[src/rtl/cmpl_adder_pkg.sv]
package cmpl_adder_pkg;

  typedef logic [1:0] rail_t;

  localparam rail_t RAIL_UNK  = 2'b00;
  localparam rail_t RAIL_ONE  = 2'b01;
  localparam rail_t RAIL_ZERO = 2'b10;

  function automatic logic rail_known(input rail_t r);
    return r[0] | r[1];
  endfunction

  // One resolution step for the carry above a bit position.
  function automatic rail_t rail_next(input rail_t cur, input rail_t lower,
                                      input logic gen, input logic kill,
                                      input logic prop);
    rail_t nxt;
    nxt = cur;
    if (!rail_known(cur)) begin
      if (gen)                            nxt = RAIL_ONE;
      else if (kill)                      nxt = RAIL_ZERO;
      else if (prop && rail_known(lower)) nxt = lower;
    end
    return nxt;
  endfunction

endpackage

[src/rtl/cmpl_carry_cell.sv]
module cmpl_carry_cell
  import cmpl_adder_pkg::*;
(
  input  logic  clk,
  input  logic  rst,
  input  logic  load,
  input  logic  step,
  input  logic  xb,
  input  logic  yb,
  input  rail_t lo_rail,
  output rail_t rail_q
);

  logic  gen_w, kill_w, prop_w;
  rail_t rail_d;

  assign gen_w  = xb & yb;
  assign kill_w = ~xb & ~yb;
  assign prop_w = xb ^ yb;

  always_comb rail_d = rail_next(rail_q, lo_rail, gen_w, kill_w, prop_w);

  always_ff @(posedge clk) begin
    if (rst)       rail_q <= RAIL_UNK;
    else if (load) rail_q <= RAIL_UNK;
    else if (step) rail_q <= rail_d;
  end

  AST_RAIL_LEGAL: assert property (@(posedge clk) disable iff (rst)
    rail_q != 2'b11);
  AST_RAIL_STICKY: assert property (@(posedge clk) disable iff (rst)
    (!load && rail_known(rail_q)) |=> $stable(rail_q));
  AST_LOAD_CLEARS: assert property (@(posedge clk) disable iff (rst)
    load |=> (rail_q == RAIL_UNK));
  AST_GEN_FIRST: assert property (@(posedge clk) disable iff (rst)
    (step && !load && gen_w) |=> (rail_q == RAIL_ONE));
  AST_KILL_FIRST: assert property (@(posedge clk) disable iff (rst)
    (step && !load && kill_w) |=> (rail_q == RAIL_ZERO));
  AST_PROP_COPY: assert property (@(posedge clk) disable iff (rst)
    (step && !load && prop_w && rail_known(lo_rail) && !rail_known(rail_q))
      |=> (rail_q == $past(lo_rail)));

endmodule

[src/rtl/cmpl_detect.sv]
module cmpl_detect
  import cmpl_adder_pkg::*;
#(
  parameter int WIDTH = 16
) (
  input  logic [WIDTH:0][1:0] rails,
  input  logic [WIDTH-1:0]    xq,
  input  logic [WIDTH-1:0]    yq,
  output logic                all_known,
  output logic [WIDTH-1:0]    sum,
  output logic                cout
);

  logic [WIDTH:0] known_vec;

  for (genvar j = 0; j <= WIDTH; j++) begin : g_known
    assign known_vec[j] = rail_known(rails[j]);
  end

  for (genvar i = 0; i < WIDTH; i++) begin : g_sum
    assign sum[i] = xq[i] ^ yq[i] ^ rails[i][0];
  end

  assign all_known = &known_vec;
  assign cout      = rails[WIDTH][0];

endmodule

[src/rtl/cmpl_ctrl.sv]
module cmpl_ctrl #(
  parameter int WIDTH = 16,
  parameter int CNT_W = $clog2(WIDTH + 2)
) (
  input  logic             clk,
  input  logic             rst,
  input  logic             start,
  input  logic             all_known,
  output logic             load,
  output logic             step,
  output logic             done,
  output logic [CNT_W-1:0] cnt
);

  typedef enum logic {PH_IDLE, PH_RUN} phase_t;
  phase_t phase_q;

  assign load = start;
  assign step = (phase_q == PH_RUN) && !all_known;
  assign done = (phase_q == PH_RUN) && all_known;

  always_ff @(posedge clk) begin
    if (rst) begin
      phase_q <= PH_IDLE;
      cnt     <= '0;
    end else if (start) begin
      phase_q <= PH_RUN;
      cnt     <= '0;
    end else if (step) begin
      cnt     <= cnt + 1'b1;
    end
  end

  AST_CNT_BOUND: assert property (@(posedge clk) disable iff (rst)
    cnt <= CNT_W'(WIDTH + 1));
  AST_DONE_HOLDS: assert property (@(posedge clk) disable iff (rst)
    (done && !start) |=> (done && $stable(cnt)));
  AST_START_CLEARS: assert property (@(posedge clk) disable iff (rst)
    start |=> (!done && cnt == '0));

endmodule

[src/rtl/cmpl_adder.sv]
module cmpl_adder
  import cmpl_adder_pkg::*;
#(
  parameter int WIDTH = 16,
  parameter int CNT_W = $clog2(WIDTH + 2)
) (
  input  logic             clk,
  input  logic             rst,
  input  logic             start,
  input  logic [WIDTH-1:0] x,
  input  logic [WIDTH-1:0] y,
  input  logic             cin,
  output logic [WIDTH-1:0] sum,
  output logic             cout,
  output logic             done,
  output logic [CNT_W-1:0] cycles
);

  logic [WIDTH-1:0]   x_q, y_q;
  logic               cin_q;
  logic [WIDTH:0]     bx_ext, by_ext;
  logic [WIDTH:0][1:0] rails;
  logic               load_w, step_w, all_known_w;

  always_ff @(posedge clk) begin
    if (rst) begin
      x_q   <= '0;
      y_q   <= '0;
      cin_q <= 1'b0;
    end else if (start) begin
      x_q   <= x;
      y_q   <= y;
      cin_q <= cin;
    end
  end

  // Position 0 sees the carry-in as a generate/kill pair.
  assign bx_ext = {x_q, cin_q};
  assign by_ext = {y_q, cin_q};

  for (genvar j = 0; j <= WIDTH; j++) begin : g_cell
    rail_t lo_w;
    if (j == 0) begin : g_base
      assign lo_w = RAIL_UNK;
    end else begin : g_chain
      assign lo_w = rails[j-1];
    end
    cmpl_carry_cell u_cell (
      .clk     (clk),
      .rst     (rst),
      .load    (load_w),
      .step    (step_w),
      .xb      (bx_ext[j]),
      .yb      (by_ext[j]),
      .lo_rail (lo_w),
      .rail_q  (rails[j])
    );
  end

  cmpl_detect #(.WIDTH(WIDTH)) u_detect (
    .rails     (rails),
    .xq        (x_q),
    .yq        (y_q),
    .all_known (all_known_w),
    .sum       (sum),
    .cout      (cout)
  );

  cmpl_ctrl #(.WIDTH(WIDTH), .CNT_W(CNT_W)) u_ctrl (
    .clk       (clk),
    .rst       (rst),
    .start     (start),
    .all_known (all_known_w),
    .load      (load_w),
    .step      (step_w),
    .done      (done),
    .cnt       (cycles)
  );

  AST_SUM_MATCH: assert property (@(posedge clk) disable iff (rst)
    done |-> ({cout, sum} == ({1'b0, x_q} + {1'b0, y_q} + {{WIDTH{1'b0}}, cin_q})));

endmodule

[config.mk]
export PLATFORM = sky130hd
export DESIGN_NAME = cmpl_adder
export DESIGN_NICKNAME = d
export VERILOG_FILES = /design/src/rtl/cmpl_adder_pkg.sv /design/src/rtl/cmpl_carry_cell.sv /design/src/rtl/cmpl_detect.sv /design/src/rtl/cmpl_ctrl.sv /design/src/rtl/cmpl_adder.sv
export SDC_FILE = /design/constraint.sdc
export NUM_CORES = 1
export LEC_CHECK = 0
export CORE_MARGIN = 2
export CORE_UTILIZATION = 35
export CTS_CLUSTER_SIZE = 12
export DETAILED_ROUTE_END_ITERATION = 8
export GPL_ROUTABILITY_DRIVEN = 1
export HOLD_SLACK_MARGIN = 0.12
export PLACE_DENSITY = 0.62
export SLEW_MARGIN = 5
export SYNTH_ARGS = -nofsm -noshare
export SYNTH_HDL_FRONTEND = slang
export SYNTH_SLANG_ARGS = --single-unit
[constraint.sdc]
create_clock -name clk -period 4.1 [get_ports clk]
set_input_delay 0.615 -clock clk [delete_from_list [all_inputs] [get_ports clk]]
set_output_delay 0.615 -clock clk [all_outputs]
set_load 0.05 [all_outputs]
==> results.json <==
{
  "maxCapViolations": 0,
  "numClockSinks": 73,
  "fin_ws_ns": 0.845,
  "ctsHoldBuffers": 0,
  "synth_top_cell_by_area": "dfxtp_1",
  "cts_max_level": 3,
  "irDropWorstVdd_uv": 192,
  "cts-resized-gates": 0,
  "stdcell_area_um2": 5030,
  "timing.hold.ws_ns": 0.483,
  "yosys.area_share.xor_xnor_pct": 0,
  "postPlaceCellArea_um2": 4730,
  "io_buffer_count": 58,
  "synth-async-reset-ratio_pct": 0,
  "path_clk_slew_ns": 0.06,
  "ys_seq_elements": 73,
  "postLayoutCoreUtil_pct": 44.4,
  "layout-drive-gt1-share_pct": 4.98,
  "cp_top_family": "buffers and inverters",
  "period_share_pct": 79.4,
  "gp_congestion": 0.862,
  "crit_start": "g_cell[14].u_cell.rail_q[1]",
  "vias_per_cell": 5.08,
  "arrival_ns": 2.64,
  "grt_antenna_before_repair": 0,
  "area_growth_syn_to_layout_pct": 24.5,
  "placedCellCount": 629,
  "syn_area_per_cell_um2": 9.08,
  "worst-setup-path-type": "reg2out",
  "cts_buffers": 9,
  "wl_per_cell_um": 14.4,
  "p_per_area_nw_per_um2": 372,
  "synthSimpleGateAreaFrac_pct": 9.97,
  "synthTopCellsByCount": "dfxtp_1, inv_1, nor2_1",
  "grt_setup_unrepaired": "no",
  "synthCells": 445,
  "ys_types": 28,
  "clk_latency_ns": 0.33,
  "period_minus_slack_ns": 3.25,
  "synthesis.nets": 530,
  "synthTopCellsByArea": "dfxtp_1, ha_1, mux2i_1, fa_1, inv_1",
  "netlist_area_um2": 4040,
  "clockBufferDepth": 2,
  "path_buf_inv": 1,
  "synth_edf_count": 0,
  "status": "completed",
  "cp.depth": 5,
  "first_pass_iters": 4,
  "grt_pass1_vias": 3182,
  "ys_seq_area_share_pct": 36.2,
  "drt-initial-drc-count": 159,
  "finalHoldViolCount": 0,
  "num_vias": 3274,
  "skew_ns": 0.00755,
  "std_cell_rows": 39,
  "critPathMaxStageDelay_ns": 0.86,
  "grtUsageTotal_pct": 15.0,
  "whs_path_depth": 2,
  "synth.most_common_cell": "dfxtp_1",
  "design.core.area_um2": 11300,
  "rr_startpoint": "g_cell[14].u_cell.rail_q[1]",
  "filler_cell_count": 1090,
  "yosys_warnings": 0,
  "fin_cells": 645,
  "drt-total-wl_um": 9310,
  "hold_class": "reg2reg",
  "yosysTopAreaCellShare_pct": 36.2,
  "cts_tree": "done",
  "cp_max_fo": 16,
  "r2r_cells": 5,
  "final.setup.tns_ns": 0,
  "synth_adder_area_share_pct": 18.1,
  "drv_slew": 0,
  "path_cells": "o22ai_1 -> a21oi_1 -> nand3_2 -> nor3_1 -> clkdlybuf4s50_1",
  "max_slew_margin_pct": 46.8,
  "p_total_mw": 1.87,
  "final_nets": 582,
  "dp_worst_setup_slack_ns": 1.24,
  "hpwl_um": 6600,
  "fmax_ghz": 0.307,
  "dieArea_um2": 12400,
  "crit_path_top_delay_cell": "clkdlybuf4s50_1",
  "dominantRegCellSynth": "dfxtp_1",
  "drc": 0,
  "grt_first_pass_wirelength_um": 15300,
  "synth_top_family_by_area": "adder cells",
  "grt_max_degree": 40,
  "hold_start": "u_ctrl.cnt[4]",
  "crit_required_ns": 3.48,
  "cts_root_buffer": "clkbuf_16",
  "crit_path_start_kind": "register",
  "die_w_um": 111,
  "p_leak_nw": 2.03,
  "synth_compound_area_share_pct": 17.4,
  "cts_setup_buffers": 0,
  "synthMuxAreaShare_pct": 9.41,
  "start_util_pct": 35.7,
  "antennaDiodeCount": 0,
  "tightestPinTransition_ns": 0.799,
  "die_h_um": 111,
  "finalSetupViolations": 0,
  "drtAntennaViolNets": 0,
  "grt_overflow": 0,
  "io-pin-count": 59,
  "cp-end-kind": "primary output"
}
## where the power goes
part / leakage, nW / switching [mW] / internal (mW)
clock: 0.142 / 0.301 / 0.485
sequential: 0.597 / 0.0282 / 0.739
combinational: 1.29 / 0.189 / 0.131
## flip-flops by register name, indices dropped and copies added, names as in the netlist
register and cells:
u_ctrl.phase_q 1, cin_q 1, u_ctrl.cnt 5, y_q 16
x_q 16, g_cell.u_cell.rail_q 34
## worst reg2reg max path: cells and delay by family (launching register included)
| kind | cells | cell delay [ns] |
|---|---|---|
| compound gates | 4 | 1.14 |
| simple gates | 1 | 0.34 |
| flops | 1 | 0.40 |
## layout make-up
cell class	instances	area (µm²)	area share (%)
tap	143	179	3.56
multi-input combinational	281	2230	44.3
timing repair buffer	61	598	11.9
inverter	71	267	5.30
clock inverter	5	55.1	1.09
sequential	73	1460	29.0
clock buffer	11	243	4.82
## final timing paths
path,end,slack [ns]
setup / recovery,done,0.85
hold / removal,u_ctrl.cnt[4],0.48
setup reg to reg,g_cell[2].u_cell.rail_q[0],2.10
hold reg to reg,u_ctrl.cnt[4],0.48
## cells by family after synthesis
kind of cell / Yosys count
and+or+nand+nor: 88
adders and majority gates: 49
buffers and inverters: 91
muxes: 38
DFF: 73
AOI/OAI and AO/OA: 106
## routing by layer
layer	global-route usage [%]	part of all wire, %
met1	20.6	48
met4	5.43	1.4
met2	23.7	46
met5	0	0
met3	2.61	4.3
## placed cells by master (no fill, tap or decap)
master	Yosys	final
and4_1	2	2
nand3_2	1	1
nor2_4	0	1
nor2_1	56	55
o21a_2	1	1
nor3_1	1	1
clkbuf_1	10	1
o21ai_0	16	16
or3_1	4	4
nor4_1	16	16
dfxtp_1	73	73
a22o_1	23	23
mux2i_1	38	38
clkbuf_16	0	9
bufinv_16	0	1
clkbuf_8	0	1
o211ai_1	2	2
ha_1	33	33
a21oi_1	28	28
clkinv_2	0	2
nand2_1	6	6
or2_1	1	1
o221ai_2	1	1
clkinvlp_4	0	2
o22ai_1	7	7
fa_1	16	16
buf_4	0	3
and3_1	1	1
a2111oi_0	16	16
clkdlybuf4s50_1	0	57
inv_2	2	2
inv_1	69	69
o21ai_1	12	12
buf_2	7	1
No activity file was read; power rests on OpenSTA's default activity.
